[src/rtl/fc_pkg.sv]
package fc_pkg;
  // decisions handed from the compare logic to the state registers
  typedef struct packed {
    logic reachHalt;   // level at or above the upper mark
    logic atResume;    // level at or below the lower mark
    logic xonHit;      // go character received under software flow
    logic xoffHit;     // stop character received under software flow
    logic specHit;     // stop code seen as a special character
    logic passChar;    // character goes on to the receive FIFO
  } fcStrobes_t;
endpackage

[src/rtl/fc_match.sv]
module fc_match
  import fc_pkg::*;
#(
  parameter int unsigned LEVEL_W     = 8,
  parameter int unsigned CODE_W      = 4,
  parameter int unsigned CHAR_W      = 8,
  parameter int unsigned SCALE_SHIFT = 3
) (
  input  logic [LEVEL_W-1:0] rxLevel,
  input  logic [CODE_W-1:0]  haltCode,
  input  logic [CODE_W-1:0]  resumeCode,
  input  logic               swFlowEn,
  input  logic               specialDetEn,
  input  logic               rxCharValid,
  input  logic [CHAR_W-1:0]  rxChar,
  input  logic [CHAR_W-1:0]  xonChar,
  input  logic [CHAR_W-1:0]  xoffChar,
  output fcStrobes_t         strobes
);
  logic [LEVEL_W-1:0] haltMark;
  logic [LEVEL_W-1:0] resumeMark;
  logic               isXon;
  logic               isXoff;

  always_comb begin
    haltMark   = LEVEL_W'(haltCode) << SCALE_SHIFT;
    resumeMark = LEVEL_W'(resumeCode) << SCALE_SHIFT;
    isXoff     = rxCharValid && (rxChar == xoffChar);
    isXon      = rxCharValid && (rxChar == xonChar);

    strobes.reachHalt = (rxLevel >= haltMark);
    strobes.atResume  = (rxLevel <= resumeMark);
    strobes.xoffHit   = swFlowEn && isXoff;
    strobes.xonHit    = swFlowEn && isXon && !isXoff;
    strobes.specHit   = !swFlowEn && specialDetEn && isXoff;
    strobes.passChar  = rxCharValid && !(swFlowEn && (isXon || isXoff));
  end
endmodule

[src/rtl/fc_state.sv]
module fc_state
  import fc_pkg::*;
#(
  parameter int unsigned CHAR_W = 8
) (
  input  logic              clk,
  input  logic              rstN,
  input  fcStrobes_t        strobes,
  input  logic              autoRtsEn,
  input  logic              autoCtsEn,
  input  logic              swFlowEn,
  input  logic              ctsIn,
  input  logic              txBusy,
  input  logic [CHAR_W-1:0] rxChar,
  output logic              rtsReady,
  output logic              txPermit,
  output logic              rxWriteEn,
  output logic [CHAR_W-1:0] rxWriteData,
  output logic              sendXon,
  output logic              sendXoff,
  output logic              specialHit
);
  logic rxHalted;
  logic nextHalted;
  logic swGate;
  logic ctsGate;

  // hysteresis: the halt condition wins over release
  always_comb begin
    if (strobes.reachHalt)     nextHalted = 1'b1;
    else if (strobes.atResume) nextHalted = 1'b0;
    else                       nextHalted = rxHalted;
  end

  always_ff @(posedge clk or negedge rstN) begin
    if (!rstN) begin
      rxHalted    <= 1'b0;
      swGate      <= 1'b1;
      ctsGate     <= 1'b1;
      rxWriteEn   <= 1'b0;
      rxWriteData <= '0;
      sendXon     <= 1'b0;
      sendXoff    <= 1'b0;
      specialHit  <= 1'b0;
    end else begin
      rxHalted <= nextHalted;
      sendXoff <= swFlowEn && !rxHalted && nextHalted;
      sendXon  <= swFlowEn && rxHalted && !nextHalted;

      if (!swFlowEn)            swGate <= 1'b1;
      else if (strobes.xoffHit) swGate <= 1'b0;
      else if (strobes.xonHit)  swGate <= 1'b1;

      // CTS is only taken at a word boundary
      if (!autoCtsEn)   ctsGate <= 1'b1;
      else if (!txBusy) ctsGate <= !ctsIn;

      rxWriteEn  <= strobes.passChar;
      specialHit <= strobes.specHit;
      if (strobes.passChar) rxWriteData <= rxChar;
    end
  end

  assign rtsReady = !(autoRtsEn && rxHalted);
  assign txPermit = swGate && ctsGate;
endmodule

[src/rtl/fc_flow_ctrl.sv]
module fc_flow_ctrl
  import fc_pkg::*;
#(
  parameter int unsigned LEVEL_W     = 8,
  parameter int unsigned CODE_W      = 4,
  parameter int unsigned CHAR_W      = 8,
  parameter int unsigned SCALE_SHIFT = 3
) (
  input  logic               clk,
  input  logic               rstN,
  input  logic               autoRtsEn,
  input  logic               autoCtsEn,
  input  logic               swFlowEn,
  input  logic               specialDetEn,
  input  logic [CODE_W-1:0]  haltCode,
  input  logic [CODE_W-1:0]  resumeCode,
  input  logic [LEVEL_W-1:0] rxLevel,
  input  logic               ctsIn,
  input  logic               txBusy,
  input  logic               rxCharValid,
  input  logic [CHAR_W-1:0]  rxChar,
  input  logic [CHAR_W-1:0]  xonChar,
  input  logic [CHAR_W-1:0]  xoffChar,
  output logic               rtsReady,
  output logic               txPermit,
  output logic               rxWriteEn,
  output logic [CHAR_W-1:0]  rxWriteData,
  output logic               sendXon,
  output logic               sendXoff,
  output logic               specialHit
);
  fcStrobes_t strobes;

  fc_match #(
    .LEVEL_W(LEVEL_W), .CODE_W(CODE_W), .CHAR_W(CHAR_W), .SCALE_SHIFT(SCALE_SHIFT)
  ) u_match (
    .rxLevel(rxLevel), .haltCode(haltCode), .resumeCode(resumeCode),
    .swFlowEn(swFlowEn), .specialDetEn(specialDetEn), .rxCharValid(rxCharValid),
    .rxChar(rxChar), .xonChar(xonChar), .xoffChar(xoffChar), .strobes(strobes)
  );

  fc_state #(.CHAR_W(CHAR_W)) u_state (
    .clk(clk), .rstN(rstN), .strobes(strobes), .autoRtsEn(autoRtsEn),
    .autoCtsEn(autoCtsEn), .swFlowEn(swFlowEn), .ctsIn(ctsIn), .txBusy(txBusy),
    .rxChar(rxChar), .rtsReady(rtsReady), .txPermit(txPermit),
    .rxWriteEn(rxWriteEn), .rxWriteData(rxWriteData), .sendXon(sendXon),
    .sendXoff(sendXoff), .specialHit(specialHit)
  );
endmodule

[config.mk]
export PLATFORM = sky130hd
export DESIGN_NAME = fc_flow_ctrl
export DESIGN_NICKNAME = d
export VERILOG_FILES = /design/src/rtl/fc_pkg.sv /design/src/rtl/fc_match.sv /design/src/rtl/fc_state.sv /design/src/rtl/fc_flow_ctrl.sv
export SDC_FILE = /design/constraint.sdc
export NUM_CORES = 1
export LEC_CHECK = 0
export BUFFER_PORTS_ARGS = -buffer_cell sky130_fd_sc_hd__buf_2
export CAP_MARGIN = 20
export CORE_UTILIZATION = 37
export DETAILED_ROUTE_END_ITERATION = 10
export GPL_TIMING_DRIVEN = 0
export PLACE_DENSITY = 0.75
export SYNTH_ARGS = -nofsm -noshare
export SYNTH_HDL_FRONTEND = slang
export SYNTH_SLANG_ARGS = --single-unit
[constraint.sdc]
create_clock -name clk -period 0.8 [get_ports clk]
set_input_delay 0.16 -clock clk [delete_from_list [all_inputs] [get_ports clk]]
set_output_delay 0.16 -clock clk [all_outputs]
set_load 0.005 [all_outputs]
# Word-level counts from Yosys, hierarchy flattened
# Cells that the tools add are included.
# word_totals
regBits	15
inputBits	49
output_inout_bits	14
word_cells	44
# op_classes
n_lt_le_gt_ge	2
eq_ne	4
muxes	7
n_reduce_logical	23
# op_table
op	count
$eq 8x8->1	2
$logic_and 1x1->1	15
$ge 8x7->1	1
$le 8x7->1	1
$logic_not 1->1	7
$mux 1	7
$ne 3x1->1 const B	1
$ne 2x2->1 const B	1
$logic_or 1x1->1	1

# Logic depth before layout (Yosys ltp)
# Gate-level depths: netlist (run 1).
# logic_depth
word_depth	7
ltp_mapped	7
depth_no_buf	7

# Cells and area by module
# A second synthesis (run 1) with hierarchy kept.
# hier_totals
hier_cells	92
hier_area_um2	989.7
# by_module_without_submodules
mod	n_inst	cells_per_inst	area_per_inst_um2	seq_area_each_um2
fc_state	1	36	574.3	377.9
fc_match	1	56	415.4	0.0

# Worst setup path before layout (run 1)
# No wires, ideal clock.
# synth_timing
kind	input to register
from	in haltCode[2]
to	reg u_state.sendXon
setup_time_ns	0.069
arrival_ns	1.380
t_required_ns	0.731
slack_ns	-0.649
cell_stages	5
path_buffers	0
cell_sequence	inv_1 > ha_1 > a21o_1 > a2111oi_0 > and4_1
# synth_via
elab_chain_cells	4
# synth_rtl
element	line	rtl
from (decl)	fc_flow_ctrl.sv:15	input logic [CODE_W-1:0] haltCode,
$ge 8x7->1	fc_match.sv:31	strobes.reachHalt = (rxLevel >= haltMark);
$mux 1	fc_state.sv:30	if (strobes.reachHalt) nextHalted = 1'b1;
$logic_not 1->1	fc_state.sv:48	sendXon <= swFlowEn && rxHalted && !nextHalted;
$logic_and 1x1->1	fc_state.sv:48	
to (signal assigned)	fc_state.sv:48	
to (decl)	fc_state.sv:19	output logic sendXon,
# No other way between the ends.
# A chain may end at the register's enable or synchronous reset.

# Worst setup path after layout (run 1)
# layout_timing
from	in rxChar[4]
to	reg u_state.rxWriteData[3]
# layout_via
elab_chain_cells	6
word_cells_on_any_way	8
classes_between	eq/ne: 2; reduce/logical: 6
# layout_rtl
element	line	rtl
from (decl)	fc_flow_ctrl.sv:21	input logic [CHAR_W-1:0] rxChar,
$eq 8x8->1 (on tied branches)	fc_match.sv:29, fc_match.sv:28	
$logic_and 1x1->1 (on tied branches)	fc_match.sv:29, fc_match.sv:28	
$logic_or 1x1->1 *	fc_match.sv:36	strobes.passChar = rxCharValid && !(swFlowEn && (isXon || isXoff));
$logic_and 1x1->1 *	fc_match.sv:36	
$logic_not 1->1 *	fc_match.sv:36	
$logic_and 1x1->1 *	fc_match.sv:36	
to (signal assigned)	fc_state.sv:60	if (strobes.passChar) rxWriteData <= rxChar;
to (decl)	fc_state.sv:18	output logic [CHAR_W-1:0] rxWriteData,
# Mark *: on every way between the ends. The rest lies on a longest branch, timed or not.

==> results of run 1 <==
[logic make-up after synthesis]
logic type / count (synthesis) / synth area share [%]
flip-flops: 15 / 39.22
XOR/XNOR: 16 / 14.55
multiplexers: 9 / 10.39
buffers and inverters: 11 / 5.065
AO/OA/AOI/OAI: 8 / 5.324
adder cells (fa/ha/maj): 8 / 10.39
AND/OR/NAND/NOR: 23 / 15.07
[power groups by stage]
| stage | Combinational (mW) | Sequential (mW) | Clock, mW |
|---|---|---|---|
| after floorplan | 0.286 | 0.865 | 0 |
| after global placement | 0.540 | 0.858 | 0 |
| after detailed placement | 0.561 | 0.860 | 0 |
| after CTS | 0.701 | 0.842 | 0.455 |
| after global routing | 0.846 | 0.853 | 0.492 |
| final | 0.781 | 0.846 | 0.433 |
[worst register-to-register path, cell delays in order (launching register included)]
cell	delay, ns
dfrtp_1	0.39
buf_4	0.13
mux2_4	0.26
[metrics by stage]
stage	setup TNS (ns)	std cells	total power [mW]	hold WS [ns]	utilization, %
after floorplan	-6.073	90	1.151	-0.1356	-
after global placement	-8.905	182	1.398	0.07209	56.31
after detailed placement	-9.212	182	1.422	0.08187	56.31
after CTS	-7.009	200	1.997	0.05593	65.45
after global routing	-8.303	201	2.191	0.06567	70.40
final	-7.074	201	2.060	0.07346	70.40
[layout by cell type (no fill, tap or decap), drive strengths merged]
cell type / count
a2111oi: 1
a21o: 1
a21oi: 1
and2: 1
and4: 3
and4bb: 1
buf: 76
clkbuf: 3
clkinv: 1
dfrtp: 13
dfstp: 2
dlygate4sd3: 2
ha: 8
inv: 10
mux2: 8
mux2i: 1
nand2: 6
nand3: 3
nand3b: 1
nand4: 1
nor2b: 1
nor3: 4
nor3b: 2
o21a: 2
o21ai: 3
xnor2: 13
xor2: 3
[final timing paths]
check | slack [ns] | startpoint | endpoint
max | -0.47 | rxChar[4] | u_state.rxWriteData[3]
min | 0.07 | swFlowEn | u_state.swGate
max reg2reg | -0.10 | u_state.rxWriteData[5] | u_state.rxWriteData[5]
min reg2reg | 0.52 | u_state.rxWriteData[2] | u_state.rxWriteData[2]
max in group asynchronous | 0.21 | rstN | u_state.swGate
min in group asynchronous | 0.29 | rstN | u_state.rxWriteEn
[registers in the layout, indices dropped and copies added, names as in the netlist]
name and count:
u_state.swGate 1, u_state.sendXoff 1, u_state.rxWriteData 8, u_state.specialHit 1
u_state.rxWriteEn 1, u_state.ctsGate 1, u_state.rxHalted 1, u_state.sendXon 1
[what timing repair did]
item	CTS	global route
setup endpoints to repair	27	28
hold buffers	2	0
setup buffers	11	1
pin swaps	12	10
cloned	1	0
endpoints found under the hold margin	14	0
resized for setup	22	23
[layer usage]
layer / share of wire [%] / vias to the layer above
met1: 35 / 473
met3: 5.3 / 10
met4: 2.7 / 0
met2: 56 / 42
met5: 0 / -
li1: - / 472
[layout make-up]
class                      instances  area (sq um)  area share (%)
clock inverter                     1         5.005          0.2869
sequential                        15         377.9           21.66
clock buffer                       3         22.52           1.291
buffer                             1         11.26          0.6456
multi-input combinational         64         743.2           42.61
timing repair buffer              77         501.7           28.77
inverter                          10         45.04           2.583
tap                               30         37.54           2.152
==> qor.csv, run 1 <==
metric,value,unit
crit path DAT,1.45,ns
design area,1744,sq um
switching share of power,28.41,%
asr flop ratio synth,100.0,%
CTS Buffer Depth,2,
Final GP Congestion,0.8052,
Antenna Cells,0,
GRT met3 Usage,6.897,%
worst skew pair latency,0.29,ns
final setup violating endpoints,27,
commonest cells in the netlist,"dfrtp_1, xnor2_1, inv_1",
CP top delay family,simple AND/OR/NAND/NOR gates,
Initial Utilization,38.89,%
first-pass GRT wire length,4.126,mm
Chip Height,53.03,um
Crit. End Element,flip-flop,
Critical Path Source Type,primary input,
Worst path depth,7,
gr usage total,20.92,%
ys flop type,dfrtp_1,
CTS root buf,clkbuf_4,
io pins,63,
crit path cell chain,buf_8 -> xnor2_2 -> and4_4 -> and4bb_1 -> nor3b_2 -> buf_4 -> mux2_4,
CP Max Fanout,4,
max_cap viols,0,
Slew HR,77.41,%
area growth from synthesis to layout,81.04,%
Via Count,997,
Tcrit/Tclk final,159.3,%
DP Area,1395,sq um
worst hold path type,primary input to flip-flop,
Hold Path Stages,2,
fmax,784.5,MHz
initial antenna violation count,0,
final hold violations,0,
measured slew at the worst slew-check pin,0.3388,ns
Leakage Power,0.8780,nW
RSZ-0062 raised after global routing,true,
Post-synth EDFFs,0,
library cells used by synthesis,26,
Tmin final,1.275,ns
number of port buffers,62,
Iteration-0 DRC Markers,9,
Clock Skew,0.005425,ns
met2 usage,38.40,%
critical path's largest stage delay,0.30,ns
Setup CP Type,primary input to flip-flop,
Slowest cell on crit path,mux2_4,
DRT antenna net count,0,
"Slew Viols, Final",0,
Peak supply drop,0.8854,mV
Yosys top cell area share,33.77,%
Setup Slack @ Placement,-0.7916,ns
nets in the synthesized netlist,147,
routing usage on met1,22.05,%
power share of the combinational group,37.9,%
CTS tree,built,
Detailed Routing Iterations Pass 1,7,
Layout Nets,229,
vias per inst,4.960,
DRC Markers,2,
Mapped Area,963.4,sq um
HPWL Detailed,1.936,mm
gr ovfl total,0,
Cells after Synth,90,
vias in the first global route,997,
Syn Area/Cell,10.70,sq um
"Clk pin slew, worst setup/hold paths",0.08,ns
busiest grt layer,met2,
Num Clock Sinks,15,
largest net degree at the start of global routing,16,
power density cells,1181,nW/um^2
Die ar.,2812,sq um
register bit total from synthesis,15,
mean routed wirelength per cell,14.57,um
total CTS buffers,3,
cell taking the most area after synthesis,dfrtp_1,
R2R cell count,2,
largest cells by area after synthesis,"dfrtp_1, xnor2_1, ha_1, mux2_2, dfstp_2",
CP Data Required Time,0.98,ns
P_int,1.475,mW
Chip Width,53.03,um
layout cells sized above 1,69.59,%
Seq pwr share,41.1,%
violated checks,"design-rule violations, negative setup slack",
Clk pwr share,21.0,%
Setup WS post-layout,-0.4747,ns
total routed wirelength,2.928,mm
CP bufs+invs,2,
Core Region,2477,sq um
row count,18,
YS warnings,0,
status,finished with violations,
CTS H-tree lvls,1,
P_sw,585.3,uW
fillers,165,
register area share after synthesis,39.22,%
(Power assumes the default switching activity.)
==> run 2, diff against run 1 <==
--- a/config.mk
+++ b/config.mk
@@ -5,12 +5,14 @@
 export SDC_FILE = /design/constraint.sdc
 export NUM_CORES = 1
 export LEC_CHECK = 0
+export ABC_AREA = 1
 export BUFFER_PORTS_ARGS = -buffer_cell sky130_fd_sc_hd__buf_2
 export CAP_MARGIN = 20
-export CORE_UTILIZATION = 37
+export CORE_UTILIZATION = 39
 export DETAILED_ROUTE_END_ITERATION = 10
 export GPL_TIMING_DRIVEN = 0
 export PLACE_DENSITY = 0.75
+export SKIP_LAST_GASP = 1
 export SYNTH_ARGS = -nofsm -noshare
 export SYNTH_HDL_FRONTEND = slang
 export SYNTH_SLANG_ARGS = --single-unit
==> run 2 against run 1 <==
Net effect:
- the flow finishes with violations (negative setup slack)
- critical path depth down 4
- area after synthesis is 16% higher
- cell count up 37%
- maximum frequency is 11% higher
- via count rose by 38%
- wire length up 30%
- register-to-register slack lost 0.04 ns
- final area increased by 15%
- first-iteration DRC count rose to 4.9 times the previous value
- critical path type is now flip-flop to output pin
- critical endpoint is now txPermit
==> qor.csv, run 2 <==
metric,value,unit
largest cells by area after synthesis,"dfrtp_1, nand2_1, inv_1, ha_1, nand3_1",
CTS root buf,clkbuf_4,
Mapped Area,1115,sq um
gr ovfl total,0,
Tot Pwr,2.175,mW
Chip Height,55.47,um
crit path DAT,0.99,ns
row count,19,
cell taking the most area after synthesis,dfrtp_1,
first-pass GRT wire length,4.899,mm
Chip Width,55.47,um
violated checks,negative setup slack,
power density cells,1082,nW/um^2
DRT antenna net count,0,
Clk pwr share,19.3,%
max reg flops,8,
Leakage Power,1.058,nW
Tmin final,1.151,ns
Setup CP Type,flip-flop to output pin,
Via Count,1375,
CP Data Required Time,0.64,ns
"Clk pin slew, worst setup/hold paths",0.08,ns
area growth from synthesis to layout,80.25,%
switching share of power,32.08,%
Tcrit/Tclk final,143.9,%
largest net degree at the start of global routing,16,
RSZ-0062 raised after global routing,true,
"most common cell after layout, fill and taps aside",buf_2,
non-filler instance count after layout,276,
DP Area,1543,sq um
CTS Buffer Depth,2,
Critical Path Source Type,flip-flop,
Setup WS post-layout,-0.3512,ns
Final GP Congestion,0.7855,
HPWL Detailed,2.090,mm
CTS H-tree lvls,1,
register area share after synthesis,33.89,%
worst hold path type,primary input to flip-flop,
measured slew at the worst slew-check pin,0.3210,ns
nets in the synthesized netlist,216,
gr usage total,19.65,%
DRC Markers,0,
Syn Area/Cell,7.011,sq um
Antenna Cells,0,
Top reg by flops,u_state.rxWriteData,
Layout Nets,303,
power share of the combinational group,42.0,%
CTS tree,built,
"Slew Viols, Final",0,
Layout Utilization,73.50,%
vias per inst,4.982,
number of port buffers,62,
Crit. End Element,output pin,
status,finished with violations,
final hold violations,0,
CP Max Fanout,2,
area of the multi-input gates,858.3,sq um
asr flop ratio synth,100.0,%
Num Clock Sinks,15,
register bit total from synthesis,15,
Core Region,2734,sq um
P_sw,697.7,uW
Die ar.,3076,sq um
number of cells after detailed placement,252,
Peak supply drop,1.083,mV
YS warnings,0,
total CTS buffers,3,
max_cap viols,0,
most frequent cells in the layout,"buf_2, nand2_1, buf_4, dfrtp_1",
fillers,192,
layout cells sized above 1,61.22,%
commonest cells in the netlist,"nand2_1, inv_1, nor2_1",
Cells after Synth,159,
vias in the first global route,1228,
io pins,63,
register area,377.9,sq um
ys flop type,dfrtp_1,
Slew HR,78.60,%
most common cell in the synthesized netlist,nand2_1,
Iteration-0 DRC Markers,44,
mean routed wirelength per cell,13.80,um
worst hold slack,0.04662,ns
fmax,868.6,MHz
Detailed Routing Iterations Pass 1,4,
Initial Utilization,40.78,%
Seq pwr share,38.8,%
final setup violating endpoints,27,
P_int,1.477,mW
library cells used by synthesis,23,
worst skew pair latency,0.27,ns
initial antenna violation count,0,
Clock Skew,0.00003056,ns
total routed wirelength,3.810,mm
design area,2009,sq um
Yosys top cell area share,29.18,%
Post-synth EDFFs,0,
==> run 2: power by group through the flow <==
stage	registers, mW	logic (mW)	clock network (mW)
floorplan	0.861	0.296	0
global placement	0.858	0.570	0
detailed placement	0.859	0.583	0
CTS	0.840	0.708	0.415
global route	0.850	0.993	0.461
finish	0.843	0.913	0.419
==> run 2: final timing paths <==
kind / start / endpoint / slack (ns) / depth (start not counted)
worst max-delay path: u_state.swGate / txPermit / -0.35 / 3
worst min-delay path: ctsIn / u_state.ctsGate / 0.05 / 2
worst max register to register: u_state.swGate / u_state.swGate / -0.14 / 3
worst min register to register: u_state.ctsGate / u_state.ctsGate / 0.51 / 2
max in group asynchronous: rstN / u_state.ctsGate / 0.21 / 2
min in group asynchronous: rstN / u_state.rxWriteData[6] / 0.29 / 2
==> run 2: critical path: stages (launching register included) <==
cell and delay, ns:
dfstp_2 0.54, nand2_1 0.05, inv_1 0.04, buf_2 0.10
==> run 2: stage by stage <==
stage	TNS, ns	worst slack [ns]
floorplan	-2.092	-0.2525
global placement	-5.622	-0.4683
detailed placement	-5.724	-0.5048
CTS	-3.317	-0.3519
global route	-5.119	-0.4076
finish	-3.939	-0.3512
==> run 2: routing by layer <==
layer | up-vias | GRT usage (%) | share of wire, %
li1 | 665 | - | -
met1 | 648 | 23.85 | 40
met2 | 50 | 36.14 | 53
met3 | 12 | 1.171 | 2.8
met4 | 0 | 7.500 | 3.4
met5 | - | 0 | 0
==> run 2: kinds of logic after synthesis <==
family,count (synthesis),share of synthesized area (%)
AOI/OAI and AO/OA,9,4.602
xor gates and xnor gates,6,4.714
adders and majority gates,8,8.979
buffers and inverters,30,10.10
DFF,15,33.89
and+or+nand+nor,91,37.71
==> run 2: repair_timing <==
action | 4_1_cts | 5_1_grt
setup endpoints to repair | 27 | 28
endpoints found under the hold margin | 13 | 0
hold buffers | 1 | 0
resized for setup | 29 | 49
pin swaps | 22 | 25
cloned | 3 | 0
setup buffers | 8 | 8
==> run 2: area by class of cell <==
class / count / area share, %
tap: 31 / 1.930
clock buffer: 4 / 1.308
timing repair buffer: 79 / 27.65
multi-input combinational: 117 / 42.71
sequential: 15 / 18.80
inverter: 30 / 7.596
==> run 3, diff against run 2 <==
--- a/config.mk
+++ b/config.mk
@@ -10,6 +10,7 @@
 export CAP_MARGIN = 20
 export CORE_UTILIZATION = 39
 export DETAILED_ROUTE_END_ITERATION = 10
+export GPL_ROUTABILITY_DRIVEN = 0
 export GPL_TIMING_DRIVEN = 0
 export PLACE_DENSITY = 0.75
 export SKIP_LAST_GASP = 1
==> constraint.sdc (replaced) <==
create_clock -name clk -period 0.95 [get_ports clk]
set_input_delay 0.19 -clock clk [delete_from_list [all_inputs] [get_ports clk]]
set_output_delay 0.19 -clock clk [all_outputs]
set_load 0.005 [all_outputs]
==> run 3 against run 2 <==
Net effect:
- the flow still finishes with violations (negative setup slack)
- cell count decreased by 1.8%
- utilization is 4.4 points lower
- first-iteration DRC count down 23%
- global-route usage is 3.6 points lower
- final area is 6.0% lower
- critical endpoint unchanged
- largest power group is now sequential cells
==> qor.csv, run 3 (synthesis results as in run 2) <==
metric,value,unit
initial antenna violation count,0,
HPWL Detailed,2.035,mm
max_cap viols,0,
status,finished with violations,
Chip Height,55.47,um
io pins,63,
R2R cell count,3,
"Clk pin slew, worst setup/hold paths",0.08,ns
Critical Path Source Type,flip-flop,
Setup Slack @ Placement,-0.3688,ns
Tcrit/Tclk final,123.6,%
layout cells sized above 1,60.00,%
Antenna Cells,0,
CTS root buf,clkbuf_4,
DRT antenna net count,0,
number of port buffers,62,
vias per inst,4.642,
RSZ-0062 raised after global routing,true,
vias in the first global route,1013,
worst hold slack,0.08723,ns
DRC Markers,0,
CTS H-tree lvls,1,
Crit. End Element,output pin,
fmax,851.6,MHz
Leakage Power,1.018,nW
CTS tree,built,
Clock Skew,0.00003816,ns
Initial Utilization,40.78,%
Slew HR,78.86,%
mean routed wirelength per cell,11.09,um
Setup WS post-layout,-0.2242,ns
worst skew pair latency,0.27,ns
gr usage total,16.03,%
Hold Path Stages,2,
Top reg by flops,u_state.rxWriteData,
crit path DAT,0.98,ns
"Slew Viols, Final",0,
worst hold path type,primary input to flip-flop,
violated checks,negative setup slack,
setup TNS,-1.106,ns
Via Count,1258,
Peak supply drop,1.081,mV
row count,19,
Tot Pwr,1.723,mW
Tmin final,1.174,ns
Chip Width,55.47,um
first-pass GRT wire length,4.071,mm
"most common cell after layout, fill and taps aside",buf_2,
Core Region,2734,sq um
total CTS buffers,3,
Layout Utilization,69.11,%
Die ar.,3076,sq um
CP Max Fanout,2,
CP Data Required Time,0.76,ns
Detailed Routing Iterations Pass 1,4,
most frequent cells in the layout,"buf_2, nand2_1, nand2_2, inv_1, buf_4",
final hold violations,0,
max reg flops,8,
largest net degree at the start of global routing,16,
Layout Nets,298,
number of cells after detailed placement,252,
measured slew at the worst slew-check pin,0.3170,ns
design area,1889,sq um
power density cells,912.2,nW/um^2
area growth from synthesis to layout,69.47,%
Num Clock Sinks,15,
final setup violating endpoints,20,
DP Area,1543,sq um
total routed wirelength,3.006,mm
gr ovfl total,0,
non-filler instance count after layout,271,
Iteration-0 DRC Markers,34,
CTS Buffer Depth,2,
Setup CP Type,flip-flop to output pin,
## run 3: repair_timing
item,4_1_cts,5_1_grt
resized for setup,4,63
hold buffers,1,0
pin swaps,7,33
setup endpoints to repair,22,27
cloned,0,3
endpoints found under the hold margin,13,0
buffers inserted,5,6
## run 3: cell type report
type	instances	area [sq um]
fill	227	844.6
multi-input combinational	117	815.8
timing repair buffer	74	486.7
sequential	15	377.9
inverter	30	142.6
tap	31	38.79
clock buffer	3	22.52
clock inverter	1	5.005
## run 3: critical path: stages, from the launching register on
cell and delay (ns):
dfstp_2 0.54, nand2_1 0.05, inv_1 0.04, buf_2 0.09
## run 3: path summary, 6_finish.rpt
kind / start / end / slack (ns)
max: u_state.swGate / txPermit / -0.22
min: ctsIn / u_state.ctsGate / 0.09
max reg2reg: u_state.swGate / u_state.swGate / 0.08
min reg2reg: u_state.rxWriteData[0] / u_state.rxWriteData[0] / 0.49
max in group asynchronous: rstN / u_state.ctsGate / 0.32
min in group asynchronous: rstN / u_state.rxWriteData[4] / 0.34
## run 3: metal layers
layer	track usage, %	wire (um)	vias up
met5	0	0	-
met4	6.429	44	0
met3	1.171	107	4
met2	25.30	1615	34
met1	22.80	1239	562
li1	-	-	658
## run 3: power breakdown
group          internal, mW  switching, mW
clock network         0.156          0.188
registers             0.686         0.0227
logic                 0.345          0.326
total                  1.19          0.537
